File: src/rtl/dpc_pkg.sv
package dpc_pkg;
  typedef enum logic [1:0] {
    ST_IDLE = 2'd0,
    ST_SCAN = 2'd1,
    ST_EMIT = 2'd2,
    ST_FIN  = 2'd3
  } dpc_state_e;

  localparam logic [1:0] PL_INDEX  = 2'd0;
  localparam logic [1:0] PL_DIRECT = 2'd1;
  localparam logic [1:0] PL_CTRL   = 2'd2;

  localparam int unsigned LINES_PER_PAGE = 4;
  localparam logic [3:0]  SUB_LAST_DEEP  = 4'd8;
endpackage

File: src/rtl/dpc_qry_gen.sv
module dpc_qry_gen
  import dpc_pkg::*;
#(
  parameter int PG_W = 8
) (
  input  logic [PG_W-1:0] page_i,
  input  logic [3:0]      sub_i,
  output logic [1:0]      plane_o,
  output logic [PG_W+1:0] addr_o
);
  logic [1:0] quarter;

  // sub 1..4 -> 0..3 and sub 5..8 -> 0..3, modulo four
  assign quarter = sub_i[1:0] - 2'd1;

  always_comb begin
    if (sub_i == 4'd0) begin
      plane_o = PL_INDEX;
      addr_o  = {2'b00, page_i};
    end else begin
      plane_o = (sub_i <= 4'd4) ? PL_DIRECT : PL_CTRL;
      addr_o  = {page_i, quarter};
    end
  end
endmodule

File: src/rtl/dpc_range_trk.sv
module dpc_range_trk #(
  parameter int PG_W = 8
) (
  input  logic            clk,
  input  logic            rst_n,
  input  logic            clr_i,
  input  logic            hit_i,
  input  logic [PG_W-1:0] page_i,
  output logic            any_o,
  output logic [PG_W-1:0] lo_o,
  output logic [PG_W-1:0] hi_o
);
  logic            any_d;
  logic [PG_W-1:0] lo_d, hi_d;

  always_comb begin
    any_d = any_o;
    lo_d  = lo_o;
    hi_d  = hi_o;
    if (clr_i) begin
      any_d = 1'b0;
    end else if (hit_i) begin
      any_d = 1'b1;
      hi_d  = page_i;
      if (!any_o) lo_d = page_i;
    end
  end

  always_ff @(posedge clk or negedge rst_n) begin
    if (!rst_n) begin
      any_o <= 1'b0;
      lo_o  <= '0;
      hi_o  <= '0;
    end else begin
      any_o <= any_d;
      lo_o  <= lo_d;
      hi_o  <= hi_d;
    end
  end

  AST_RANGE_ORDER: assert property (@(posedge clk) disable iff (!rst_n)
    any_o |-> (lo_o <= hi_o));
endmodule

File: src/rtl/dirty_page_coalescer.sv
module dirty_page_coalescer
  import dpc_pkg::*;
#(
  parameter int Y_W     = 10,
  parameter int FRAME_W = 1024
) (
  input  logic                         clk,
  input  logic                         rst_n,
  input  logic                         start_i,
  input  logic [Y_W-1:0]               height_i,
  input  logic                         deep_i,
  input  logic                         force_i,
  output logic                         qry_valid_o,
  output logic [1:0]                   qry_plane_o,
  output logic [Y_W-1:0]               qry_addr_o,
  input  logic                         qry_dirty_i,
  output logic                         rect_valid_o,
  input  logic                         rect_ready_i,
  output logic [Y_W:0]                 rect_y_o,
  output logic [Y_W:0]                 rect_lines_o,
  output logic [$clog2(FRAME_W+1)-1:0] rect_w_o,
  output logic                         clr_valid_o,
  output logic [Y_W-3:0]               clr_lo_o,
  output logic [Y_W-3:0]               clr_hi_o,
  output logic                         done_o
);
  localparam int YC_W = Y_W + 1;
  localparam int PG_W = Y_W - 2;
  localparam int W_W  = $clog2(FRAME_W + 1);
  localparam logic [YC_W-1:0] Y_STEP = YC_W'(LINES_PER_PAGE);

  dpc_state_e      state_q, state_d;
  logic [YC_W-1:0] y_q, y_d;
  logic [Y_W-1:0]  h_q, h_d;
  logic [3:0]      sub_q, sub_d;
  logic            acc_q, acc_d;
  logic            run_q, run_d;
  logic [YC_W-1:0] rs_q, rs_d;
  logic [YC_W-1:0] ry_q, ry_d;
  logic [YC_W-1:0] rl_q, rl_d;
  logic            deep_q, deep_d;
  logic            force_q, force_d;

  logic            at_end, page_eval, page_hit, trk_clr;
  logic [PG_W-1:0] page_cur;
  logic [3:0]      sub_last;
  logic            any_dirty;

  assign at_end    = (y_q >= {1'b0, h_q});
  assign page_cur  = y_q[Y_W-1:2];
  assign sub_last  = deep_q ? SUB_LAST_DEEP : 4'd0;
  assign page_eval = (state_q == ST_SCAN) && !at_end && (force_q || (sub_q == sub_last));
  assign page_hit  = force_q || acc_q || qry_dirty_i;
  assign trk_clr   = (state_q == ST_IDLE) && start_i;

  dpc_qry_gen #(.PG_W(PG_W)) u_qry (
    .page_i  (page_cur),
    .sub_i   (sub_q),
    .plane_o (qry_plane_o),
    .addr_o  (qry_addr_o)
  );

  dpc_range_trk #(.PG_W(PG_W)) u_trk (
    .clk    (clk),
    .rst_n  (rst_n),
    .clr_i  (trk_clr),
    .hit_i  (page_eval && page_hit),
    .page_i (page_cur),
    .any_o  (any_dirty),
    .lo_o   (clr_lo_o),
    .hi_o   (clr_hi_o)
  );

  always_comb begin
    state_d = state_q;
    y_d     = y_q;
    h_d     = h_q;
    sub_d   = sub_q;
    acc_d   = acc_q;
    run_d   = run_q;
    rs_d    = rs_q;
    ry_d    = ry_q;
    rl_d    = rl_q;
    deep_d  = deep_q;
    force_d = force_q;
    unique case (state_q)
      ST_IDLE: begin
        if (start_i) begin
          state_d = ST_SCAN;
          y_d     = '0;
          h_d     = height_i;
          sub_d   = '0;
          acc_d   = 1'b0;
          run_d   = 1'b0;
          deep_d  = deep_i;
          force_d = force_i;
        end
      end
      ST_SCAN: begin
        if (at_end) begin
          if (run_q) begin
            ry_d    = rs_q;
            rl_d    = y_q - rs_q;
            run_d   = 1'b0;
            state_d = ST_EMIT;
          end else begin
            state_d = ST_FIN;
          end
        end else if (page_eval) begin
          sub_d = '0;
          acc_d = 1'b0;
          y_d   = y_q + Y_STEP;
          if (page_hit) begin
            if (!run_q) begin
              run_d = 1'b1;
              rs_d  = y_q;
            end
          end else if (run_q) begin
            ry_d    = rs_q;
            rl_d    = y_q - rs_q;
            run_d   = 1'b0;
            state_d = ST_EMIT;
          end
        end else begin
          sub_d = sub_q + 4'd1;
          acc_d = acc_q | qry_dirty_i;
        end
      end
      ST_EMIT: begin
        if (rect_ready_i) state_d = ST_SCAN;
      end
      ST_FIN: begin
        state_d = ST_IDLE;
      end
      default: state_d = ST_IDLE;
    endcase
  end

  always_ff @(posedge clk or negedge rst_n) begin
    if (!rst_n) begin
      state_q <= ST_IDLE;
      y_q     <= '0;
      h_q     <= '0;
      sub_q   <= '0;
      acc_q   <= 1'b0;
      run_q   <= 1'b0;
      rs_q    <= '0;
      ry_q    <= '0;
      rl_q    <= '0;
      deep_q  <= 1'b0;
      force_q <= 1'b0;
    end else begin
      state_q <= state_d;
      y_q     <= y_d;
      h_q     <= h_d;
      sub_q   <= sub_d;
      acc_q   <= acc_d;
      run_q   <= run_d;
      rs_q    <= rs_d;
      ry_q    <= ry_d;
      rl_q    <= rl_d;
      deep_q  <= deep_d;
      force_q <= force_d;
    end
  end

  assign qry_valid_o  = (state_q == ST_SCAN) && !at_end && !force_q;
  assign rect_valid_o = (state_q == ST_EMIT);
  assign rect_y_o     = ry_q;
  assign rect_lines_o = rl_q;
  assign rect_w_o     = W_W'(FRAME_W);
  assign done_o       = (state_q == ST_FIN);
  assign clr_valid_o  = done_o && any_dirty;

  AST_RECT_HOLD: assert property (@(posedge clk) disable iff (!rst_n)
    (rect_valid_o && !rect_ready_i) |=> (rect_valid_o && $stable(rect_y_o) && $stable(rect_lines_o)));
  AST_NO_QRY_STALL: assert property (@(posedge clk) disable iff (!rst_n)
    rect_valid_o |-> !qry_valid_o);
  AST_RECT_SHAPE: assert property (@(posedge clk) disable iff (!rst_n)
    rect_valid_o |-> ((rect_lines_o != '0) && (rect_lines_o[1:0] == 2'b00) && (rect_y_o[1:0] == 2'b00)));
  AST_CLR_WITH_DONE: assert property (@(posedge clk) disable iff (!rst_n)
    clr_valid_o |-> (done_o && (clr_lo_o <= clr_hi_o)));
  AST_DONE_PULSE: assert property (@(posedge clk) disable iff (!rst_n)
    done_o |=> !done_o);
  AST_QRY_INDEX_ONLY: assert property (@(posedge clk) disable iff (!rst_n)
    (qry_valid_o && !deep_q) |-> (qry_plane_o == PL_INDEX));
  AST_FORCE_NO_QRY: assert property (@(posedge clk) disable iff (!rst_n)
    (state_q == ST_SCAN && force_q) |-> !qry_valid_o);
endmodule

File: config.mk
export PLATFORM = sky130hd
export DESIGN_NAME = dirty_page_coalescer
export DESIGN_NICKNAME = d
export VERILOG_FILES = /design/src/rtl/dpc_pkg.sv /design/src/rtl/dpc_qry_gen.sv /design/src/rtl/dpc_range_trk.sv /design/src/rtl/dirty_page_coalescer.sv
export SDC_FILE = /design/constraint.sdc
export NUM_CORES = 1
export LEC_CHECK = 0
export BUFFER_PORTS_ARGS = -buffer_cell sky130_fd_sc_hd__buf_2
export CORE_ASPECT_RATIO = 1.5
export CORE_MARGIN = 8
export CORE_UTILIZATION = 35
export CTS_BUF_LIST = sky130_fd_sc_hd__clkbuf_8
export DETAILED_ROUTE_END_ITERATION = 12
export HOLD_SLACK_MARGIN = 0.06
export MAX_ROUTING_LAYER = met4
export SYNTH_ARGS = -nofsm -noshare
export SYNTH_HDL_FRONTEND = slang
export SYNTH_HIERARCHICAL = 1
export SYNTH_SLANG_ARGS = --single-unit
File: constraint.sdc
create_clock -name clk -period 4.1 [get_ports clk]
set_input_delay 0.205 -clock clk [delete_from_list [all_inputs] [get_ports clk]]
set_output_delay 0.205 -clock clk [all_outputs]
set_load 0.1 [all_outputs]
==> impl_metrics.env, run 1 <==
export IMPL_clk_pin_slew_ns=0.08
export IMPL_numPortBuffers=67
export IMPL_rows=48
export IMPL_dieArea_mm2=0.0156
export IMPL_grt_util_all_layers_pct=13.4
export IMPL_clock_tree_buffer_depth=2
export IMPL_synth_largest_area_cell="dfrtp_1"
export IMPL_worstReg2RegStart="y_q[9]$_DFFE_PN0P_"
export IMPL_synthesis_area_mm2=0.00413
export IMPL_final_hold_violation_count=0
export IMPL_wire_per_inst_um=15.8
export IMPL_outcome="completed"
export IMPL_seq_area_frac_synth_pct=44.8
export IMPL_ant_nets=0
export IMPL_drive_gt1_share_pct=32.1
export IMPL_post_route_drc_count=0
export IMPL_diodes=0
export IMPL_fill_cells=1120
export IMPL_critPathKind="reg -> reg"
export IMPL_routed_wirelength_um=9780
export IMPL_dp_final_hpwl_um=7320
export IMPL_finalCriticalPeriod_ns=3.24
export IMPL_clock_root_buffer="clkbuf_8"
export IMPL_synth_avg_cell_area_um2=10.8
export IMPL_design_core_area_mm2=0.0115
export IMPL_die_h_um=149
export IMPL_yosys_warnings=6
export IMPL_final_common_cell="dfrtp_1"
export IMPL_synth_top_area_share_pct=44.8
export IMPL_tightest_slew_ns=0.940
export IMPL_synth_enable_flop_cells=0
export IMPL_cp_end_kind="flop"
export IMPL_async_flop_share_pct=100
export IMPL_antenna_found_initial=0
export IMPL_max_freq_mhz=309
export IMPL_syn_to_final_growth_pct=18.3
export IMPL_via_per_inst=4.93
export IMPL_rsz0062_at_grt="false"
export IMPL_clk_latency_ns=0.35
export IMPL_path_cells="ha_1 -> a211oi_2 -> nand2_1 -> o41ai_4 -> buf_4 -> and3_1 -> nor2b_1 -> mux2_2"
export IMPL_slew_headroom_pct=37.3
export IMPL_finalCritPeriodShare_pct=78.9
export IMPL_crit_required_ns=4.34
export IMPL_grt_pass1_vias=3250
export IMPL_crit_start="y_q[9]$_DFFE_PN0P_"
export IMPL_arrival_ns=3.48
export IMPL_fin_nets=504
export IMPL_grt_max_degree=75
export IMPL_dr_pass1_iters=4
export IMPL_final_setup_skew_ns=0.00906
export IMPL_critical_path_max_stage_delay_ns=0.55
export IMPL_syn_inst=384
export IMPL_yosys_most_used_dff="dfrtp_1"
export IMPL_clkSinkCount=74
export IMPL_critPathMaxFanout=10
export IMPL_final_setup_viol_count=0
export IMPL_setup_tns_ns=0
export IMPL_synth_seq_cells=74
export IMPL_hold_class="in -> reg"
export IMPL_cts_htree_levels=3
export IMPL_cap_violations=0
export IMPL_die_w_um=105
export IMPL_drt_iter0_markers=103
export IMPL_final_cell_mix="74 x dfrtp_1, 66 x buf_2, 47 x mux2_2"
export IMPL_synth_area_leaders="dfrtp_1 45%, mux2_2 13%, ha_1 6.4%"
export IMPL_cts_tree="built"
export IMPL_cpMaxStageDelayCell="nor2b_1"
export IMPL_hp_start="height_i[5]"
export IMPL_cts_post_setup_buffers_inserted=0
export IMPL_grt_first_pass_wirelength_um=16200
export IMPL_grt_ovfl_total=0
export IMPL_initial_core_util_pct=35.8
export IMPL_startpoint_type="flop"
export IMPL_cts_buffers=9
export IMPL_ioPinCount=82
export IMPL_vias=3057
export IMPL_synth_distinct_cells=60
export IMPL_drv_slew=0
export IMPL_gp_congestion=0.812
final timing paths:
check                                                  to  slack (ns)  cells after the start
worst min register to register         h_q[0]$_DFFE_PN0P_        0.47                      2
min in group asynchronous             force_q$_DFFE_PN0P_        0.51                      2
worst max-delay path            u_trk/hi_o[3]$_DFFE_PN0P_        0.86                      8
max in group asynchronous             rs_q[7]$_DFFE_PN0P_        2.95                      2
worst max register to register  u_trk/hi_o[3]$_DFFE_PN0P_        0.86                      8
worst min-delay path                   h_q[5]$_DFFE_PN0P_        0.08                      3
cell families after synthesis:
family,synth area share [%]
AND/OR/NAND/NOR,13.3
XOR/XNOR,2.12
buffers and inverters,6.94
adder cells (fa/ha/maj),6.85
AO/OA/AOI/OAI,11.5
multiplexers,14.3
other,0.182
flip-flops,44.8
metal layers:
layer | vias up | part of all wire (%) | track usage (%)
met1 | 1476 | 41 | 14.0
met3 | 15 | 3.8 | 2.81
li1 | 1488 | - | -
met4 | 0 | 2.2 | 6.45
met2 | 78 | 53 | 23.5
met5 | - | 0 | -
sequential cells by signal (all words and copies together), names as in the netlist:
register      flops
acc_q             1
deep_q            1
force_q           1
h_q              10
rect_lines_o     10
rect_y_o          9
rs_q              9
run_q             1
state_q           2
sub_q             4
u_trk/any_o       1
u_trk/hi_o        8
u_trk/lo_o        8
y_q               9
cell type report:
cell class	count	area [um^2]	area share, %
clock buffer	10	138	2.82
timing repair buffer	84	488	9.99
sequential	74	1850	37.9
inverter	31	116	2.38
tap	150	188	3.84
multi-input combinational	265	2040	41.8
clock inverter	6	63.8	1.31
synth_stat cells (all sizes together) (2+ instances only):
master / instances
a211oi: 2
a21o: 3
a21oi: 14
a311o: 3
a31o: 2
and2: 3
and2b: 2
and3: 5
buf: 18
clkbuf: 9
conb: 2
dfrtp: 74
ha: 21
inv: 31
mux2: 47
mux2i: 6
nand2: 33
nand2b: 5
nand3: 8
nand4: 4
nor2: 15
nor2b: 7
nor3: 5
nor3b: 4
nor4: 2
o2111ai: 2
o211ai: 2
o21a: 3
o21ai: 12
o21bai: 4
o311ai: 2
o31ai: 2
o41a: 2
or2: 2
or3: 2
xnor2: 6
xor2: 4
through the flow:
stage                     cells  utilization (%)  area [um^2]  setup WS, ns  hold slack, ns
after floorplan             397                -         4180         0.898         -0.0906
final                       620             42.4         4890         0.863          0.0774
after global placement      595             39.8         4590          1.00           0.403
after detailed placement    595             39.8         4590         0.900           0.405
after global routing        620             42.4         4890         0.667          0.0755
after CTS                   620             42.4         4890         0.865          0.0616
critical path, delay by kind of cell (launching register included):
kind,cells,cell delay [ns]
DFF,1,0.51
buffers and inverters,1,0.23
AOI/OAI and AO/OA,2,0.62
muxes,1,0.41
and+or+nand+nor,3,0.95
adders and majority gates,1,0.41
repair_timing:
| item | CTS | global route |
|---|---|---|
| endpoints found under the setup margin | 0 | 0 |
| gates resized for setup | 0 | 0 |
| hold buffers | 9 | 0 |
| hold endpoints to repair | 82 | 0 |
Power of run 1 is not shown: default switching activity piles up to over one toggle a cycle in this logic, so the estimate is an artifact.
==> run 2: changes to the inputs <==
--- a/config.mk
+++ b/config.mk
@@ -5,6 +5,7 @@
 export SDC_FILE = /design/constraint.sdc
 export NUM_CORES = 1
 export LEC_CHECK = 0
+export ABC_AREA = 1
 export BUFFER_PORTS_ARGS = -buffer_cell sky130_fd_sc_hd__buf_2
 export CORE_ASPECT_RATIO = 1.5
 export CORE_MARGIN = 8
==> constraint.sdc (replaced) <==
create_clock -name clk -period 3.3 [get_ports clk]
set_input_delay 0.165 -clock clk [delete_from_list [all_inputs] [get_ports clk]]
set_output_delay 0.165 -clock clk [all_outputs]
set_load 0.1 [all_outputs]
==> run 2 against run 1 <==
- via count increased by 24%
- area after synthesis increased by 4.4%
- cell area increased by 4.4%
- largest cell class unchanged
- synthesized cell count is 42% higher
- critical path depth rose by 3
- critical endpoint is now qry_valid_o
- first-iteration DRC count grew 50%
- global-route usage is 1.7 points higher
==> impl_metrics.env, run 2 <==
export IMPL_outcome="completed"
export IMPL_diodes=0
export IMPL_synth_enable_flop_cells=0
export IMPL_final_cell_mix="186 x nand2_1, 74 x dfrtp_1, 67 x nand3_1, 67 x buf_2, 54 x inv_1"
export IMPL_syn_to_final_growth_pct=18.3
export IMPL_hp_start="rect_ready_i"
export IMPL_arrival_ns=2.57
export IMPL_startpoint_type="flop"
export IMPL_max_freq_mhz=366
export IMPL_p_leak_nw=2.90
export IMPL_finalCriticalPeriod_ns=2.73
export IMPL_utilization_pct=42.5
export IMPL_grt_ovfl_total=0
export IMPL_critPathMaxFanout=11
export IMPL_critPathKind="reg -> out"
export IMPL_rsz0062_at_grt="false"
export IMPL_post_synth_top_count_cell="nand2_1"
export IMPL_cts_buffers=9
export IMPL_post_route_drc_count=0
export IMPL_worstReg2RegStart="y_q[6]$_DFFE_PN0P_"
export IMPL_final_setup_skew_ns=0.0104
export IMPL_die_w_um=107
export IMPL_crit_required_ns=3.13
export IMPL_grt_util_all_layers_pct=15.0
export IMPL_clock_tree_buffer_depth=2
export IMPL_dp_final_hpwl_um=8440
export IMPL_synth_avg_cell_area_um2=7.90
export IMPL_fill_cells=1288
export IMPL_rows=49
export IMPL_synth_top_area_share_pct=42.9
export IMPL_final_hold_violation_count=0
export IMPL_ioPinCount=82
export IMPL_initial_core_util_pct=35.9
export IMPL_hold_slack_ns=0.0829
export IMPL_yosys_most_used_dff="dfrtp_1"
export IMPL_placed_area_mm2=0.00475
export IMPL_clock_root_buffer="clkbuf_8"
export IMPL_dieArea_mm2=0.0162
export IMPL_seq_area_frac_synth_pct=42.9
export IMPL_clk_pin_slew_ns=0.08
export IMPL_cts_tree="built"
export IMPL_crit_start="y_q[6]$_DFFE_PN0P_"
export IMPL_setup_tns_ns=0
export IMPL_synth_largest_area_cell="dfrtp_1"
export IMPL_antenna_found_initial=0
export IMPL_p_per_area_mw_per_mm2=905
export IMPL_fin_area_mm2=0.00510
export IMPL_grt_pass1_vias=3962
export IMPL_dr_pass1_iters=5
export IMPL_routed_wirelength_um=11100
export IMPL_multi_input_area_mm2=0.00208
export IMPL_numPortBuffers=67
export IMPL_design_core_area_mm2=0.0120
export IMPL_drive_gt1_share_pct=17.6
export IMPL_tightest_slew_ns=0.798
export IMPL_grt_first_pass_wirelength_um=19100
export IMPL_hold_class="in -> reg"
export IMPL_vias=3777
export IMPL_regArea_mm2=0.00185
export IMPL_cts_htree_levels=3
export IMPL_finalCritPeriodShare_pct=82.8
export IMPL_synth_area_leaders="dfrtp_1 43%, nand2_1 16%, nand3_1 7.8%"
export IMPL_slew_headroom_pct=46.8
export IMPL_irDropWorstVdd_mv=0.724
export IMPL_syn_inst=546
export IMPL_clkSinkCount=74
export IMPL_synthTopCellsByCount="186 x nand2_1, 74 x dfrtp_1, 67 x nand3_1"
export IMPL_drv_slew=0
export IMPL_gp_congestion=0.917
export IMPL_final_common_cell="nand2_1"
export IMPL_cp_end_kind="output port"
export IMPL_synth_distinct_cells=40
export IMPL_instances_no_fill=791
export IMPL_placed_cells=763
export IMPL_synthesis_area_mm2=0.00431
export IMPL_final_setup_viol_count=0
export IMPL_drt_iter0_markers=154
export IMPL_yosys_warnings=6
export IMPL_synth_seq_cells=74
export IMPL_fin_nets=673
export IMPL_cts_post_setup_buffers_inserted=0
export IMPL_clk_latency_ns=0.35
export IMPL_wire_per_inst_um=14.0
export IMPL_ant_nets=0
export IMPL_async_flop_share_pct=100
export IMPL_via_per_inst=4.77
export IMPL_grt_max_degree=34
export IMPL_die_h_um=152
export IMPL_cap_violations=0
run 2: cell count changes in the layout (fill, tap and decap cells not counted), moves of 5 or more:
cell and change:
nor2_1 +12, inv_2 +6, inv_1 +22, mux2_2 -47
o21ai_0 +8, nand2b_1 -5, xor2_1 +5, nand3_1 +59
nand4_1 +6, nand2_1 +153, mux2i_1 -6, nor2b_1 -7
run 2: final timing paths:
check,end,slack (ns),cells past startpoint
max in group asynchronous,rect_lines_o[2]$_DFFE_PN0P_,2.06,3
min,state_q[1]$_DFFE_PN0P_,0.08,4
min in group asynchronous,h_q[4]$_DFFE_PN0P_,0.45,2
min reg2reg,rect_y_o[7]$_DFFE_PN0P_,0.47,2
max,qry_valid_o,0.57,11
max reg2reg,u_trk/hi_o[6]$_DFFE_PN0P_,0.64,13
run 2: metal layers:
metal	up-vias	track usage [%]	part of all wire (%)
li1	1896	-	-
met1	1738	16.2	42
met2	120	25.6	50
met3	23	2.75	4.3
met4	0	7.68	3.5
met5	-	-	0
run 2: kinds of logic after synthesis:
logic type / count (synthesis) / synth area share [%]
AND/OR/NAND/NOR: 307 / 31.5
other: 2 / 0.174
buffers and inverters: 85 / 10.1
XOR/XNOR: 15 / 3.05
adder cells (fa/ha/maj): 22 / 6.56
AO/OA/AOI/OAI: 41 / 5.75
flip-flops: 74 / 42.9
run 2: worst max-delay path: stages (launching register included):
cell	delay [ns]
dfrtp_1	0.62
ha_1	0.33
nand2_1	0.09
inv_1	0.04
nand2_1	0.05
nand2_1	0.05
nand2_1	0.08
nand2_1	0.05
nor2_1	0.18
nand2_1	0.17
nor2_1	0.12
buf_2	0.43
run 2: layout make-up:
class | instances | share of cell area, %
well taps | 153 | 3.75
flip-flops and latches | 74 | 36.3
repair buffers | 90 | 10.6
multi-input cells | 400 | 40.7
clock buffers | 10 | 2.70
inverters | 59 | 4.34
clock inverters | 5 | 1.57
run 2: timing repair:
| action | 4_1_cts | 5_1_grt |
|---|---|---|
| gates resized for setup | 0 | 0 |
| hold buffers | 13 | 0 |
| hold endpoints to repair | 43 | 0 |
run 2: stage by stage:
stage / power (mW) / setup slack [ns]
after floorplan: 3.44 / 0.527
after global placement: 3.82 / 0.775
after detailed placement: 3.85 / 0.687
after CTS: 4.66 / 0.573
after global routing: 4.96 / 0.291
final: 4.62 / 0.566
run 2: where the power goes:
| group | leakage [nW] | total (mW) | internal (mW) | switching (mW) |
|---|---|---|---|---|
| sequential | 0.997 | 1.24 | 1.11 | 0.128 |
| clock | 0.110 | 0.780 | 0.441 | 0.339 |
| combinational | 1.79 | 2.60 | 0.544 | 2.06 |
Note: power is estimated with default switching activity, not from simulation.
==> run 3: changes to the inputs <==
==> constraint.sdc (replaced) <==
create_clock -name clk -period 2.5 [get_ports clk]
set_input_delay 0.125 -clock clk [delete_from_list [all_inputs] [get_ports clk]]
set_output_delay 0.125 -clock clk [all_outputs]
set_load 0.1 [all_outputs]
==> run 3 against run 2 <==
- non-clock buffer count increased by 10
- critical path depth is the same
- worst setup slack got worse by 0.40 ns
- cell count rose by 1.5%
- routed wire length increased by 5.8%
- combinational power grew 41%
- global-route usage about the same
- critical endpoint unchanged
- largest power group unchanged
==> impl_metrics.env, run 3 (synthesis gave the netlist of run 2 again) <==
export IMPL_grt_busiest_layer="met2"
export IMPL_startpoint_type="flop"
export IMPL_clkSinkCount=74
export IMPL_final_setup_viol_count=0
export IMPL_cts_tree="built"
export IMPL_placed_area_mm2=0.00481
export IMPL_clk_latency_ns=0.36
export IMPL_final_setup_skew_ns=0.0127
export IMPL_dieArea_mm2=0.0162
export IMPL_setup_tns_ns=0
export IMPL_grt_use_met1_pct=16.5
export IMPL_antenna_found_initial=0
export IMPL_r2r_setup_slack_ns=0.20
export IMPL_ant_nets=0
export IMPL_grt_pass1_vias=3814
export IMPL_fin_area_mm2=0.00523
export IMPL_wire_per_inst_um=14.6
export IMPL_clock_root_buffer="clkbuf_8"
export IMPL_arrival_ns=2.21
export IMPL_via_per_inst=4.73
export IMPL_cap_violations=0
export IMPL_hold_path_depth=6
export IMPL_clk_pin_slew_ns=0.08
export IMPL_cts_htree_levels=3
export IMPL_rows=49
export IMPL_cts_buffers=9
export IMPL_post_route_drc_count=0
export IMPL_cp_end_kind="output port"
export IMPL_final_hold_violation_count=0
export IMPL_drt_iter0_markers=182
export IMPL_finalCriticalPeriod_ns=2.33
export IMPL_vias=3800
export IMPL_design_core_area_mm2=0.0120
export IMPL_p_per_area_mw_per_mm2=1210
export IMPL_grt_met3_usage_pct=3.05
export IMPL_irDropWorstVdd_mv=0.925
export IMPL_ioPinCount=82
export IMPL_outcome="completed"
export IMPL_diodes=0
export IMPL_max_freq_mhz=429
export IMPL_fin_nets=684
export IMPL_hold_class="in -> reg"
export IMPL_p_leak_nw=2.97
export IMPL_tightest_slew_ns=0.704
export IMPL_numPortBuffers=67
export IMPL_initial_core_util_pct=35.9
export IMPL_critPathMaxFanout=5
export IMPL_use_met2_pct=25.8
export IMPL_gp_congestion=0.859
export IMPL_grt_ovfl_total=0
export IMPL_final_common_cell="nand2_1"
export IMPL_rr_worst_depth=10
export IMPL_die_h_um=152
export IMPL_dp_final_hpwl_um=8640
export IMPL_finalCritPeriodShare_pct=93.2
export IMPL_grt_first_pass_wirelength_um=18900
export IMPL_clock_tree_buffer_depth=2
export IMPL_critPathKind="reg -> out"
export IMPL_drv_slew=0
export IMPL_grt_util_all_layers_pct=15.0
export IMPL_slew_headroom_pct=52.8
export IMPL_die_w_um=107
export IMPL_routed_wirelength_um=11800
export IMPL_final_cell_mix="185 x nand2_1, 74 x dfrtp_1, 67 x nand3_1"
export IMPL_grt_max_degree=45
export IMPL_crit_required_ns=2.38
export IMPL_drive_gt1_share_pct=18.9
export IMPL_dr_pass1_iters=4
export IMPL_syn_to_final_growth_pct=21.3
export IMPL_rsz0062_at_grt="false"
## run 3: path summary, 6_finish.rpt
| check | start | endpoint |
|---|---|---|
| setup reg to reg | y_q[6]$_DFFE_PN0P_ | rs_q[5]$_DFFE_PN0P_ |
| max in group asynchronous | rst_n | run_q$_DFFE_PN0P_ |
| min in group asynchronous | rst_n | u_trk/hi_o[1]$_DFFE_PN0P_ |
| hold / removal | start_i | run_q$_DFFE_PN0P_ |
| setup / recovery | y_q[6]$_DFFE_PN0P_ | qry_valid_o |
| hold reg to reg | rect_lines_o[2]$_DFFE_PN0P_ | rect_lines_o[2]$_DFFE_PN0P_ |
## run 3: report_power, final
part	internal [mW]	switching (mW)	leakage, nW
sequential	1.46	0.158	0.997
clock	0.553	0.461	0.116
combinational	0.855	2.81	1.85
## run 3: critical path, stage by stage, from the launching register on
cell and delay (ns):
dfrtp_1 0.41, ha_1 0.31, nand2_1 0.09, inv_1 0.04
nand2_1 0.05, nand2_1 0.07, nand2_1 0.10, nand2_1 0.06
nor2_1 0.21, nand2_2 0.14, nor2_2 0.16, buf_12 0.19
## run 3: timing repair
| action | 4_1_cts | 5_1_grt |
|---|---|---|
| resized for setup | 0 | 1 |
| setup buffers | 0 | 4 |
| hold buffers | 15 | 0 |
| hold endpoints to repair | 44 | 0 |
| endpoints found under the setup margin | 0 | 38 |
## run 3: area by class of cell
class,count,area [um^2]
Tap cell,153,191
Timing Repair Buffer,100,661
Clock buffer,9,124
Multi-Input combinational cell,401,2100
Fill cell,1255,6790
Clock inverter,7,86.3
Inverter,59,221
Sequential cell,74,1850
## run 3: per-layer routing
layer,up-vias,part of all wire (%)
met5,-,0
met4,0,2.2
met3,14,4.2
met2,102,52
met1,1765,41
li1,1919,-
## run 3: stage by stage
step / setup slack (ns) / utilization (%) / hold slack [ns] / power [mW] / instances
final: 0.169 / 43.5 / 0.247 / 6.31 / 803
after global routing: 0.000413 / 43.5 / 0.281 / 6.72 / 803
after CTS: 0.0912 / 43.1 / 0.239 / 6.24 / 798
after detailed placement: 0.125 / 40.1 / 0.221 / 5.19 / 767
after global placement: 0.145 / 40.1 / 0.208 / 5.14 / 767
after floorplan: -0.173 / - / -0.171 / 4.55 / 559
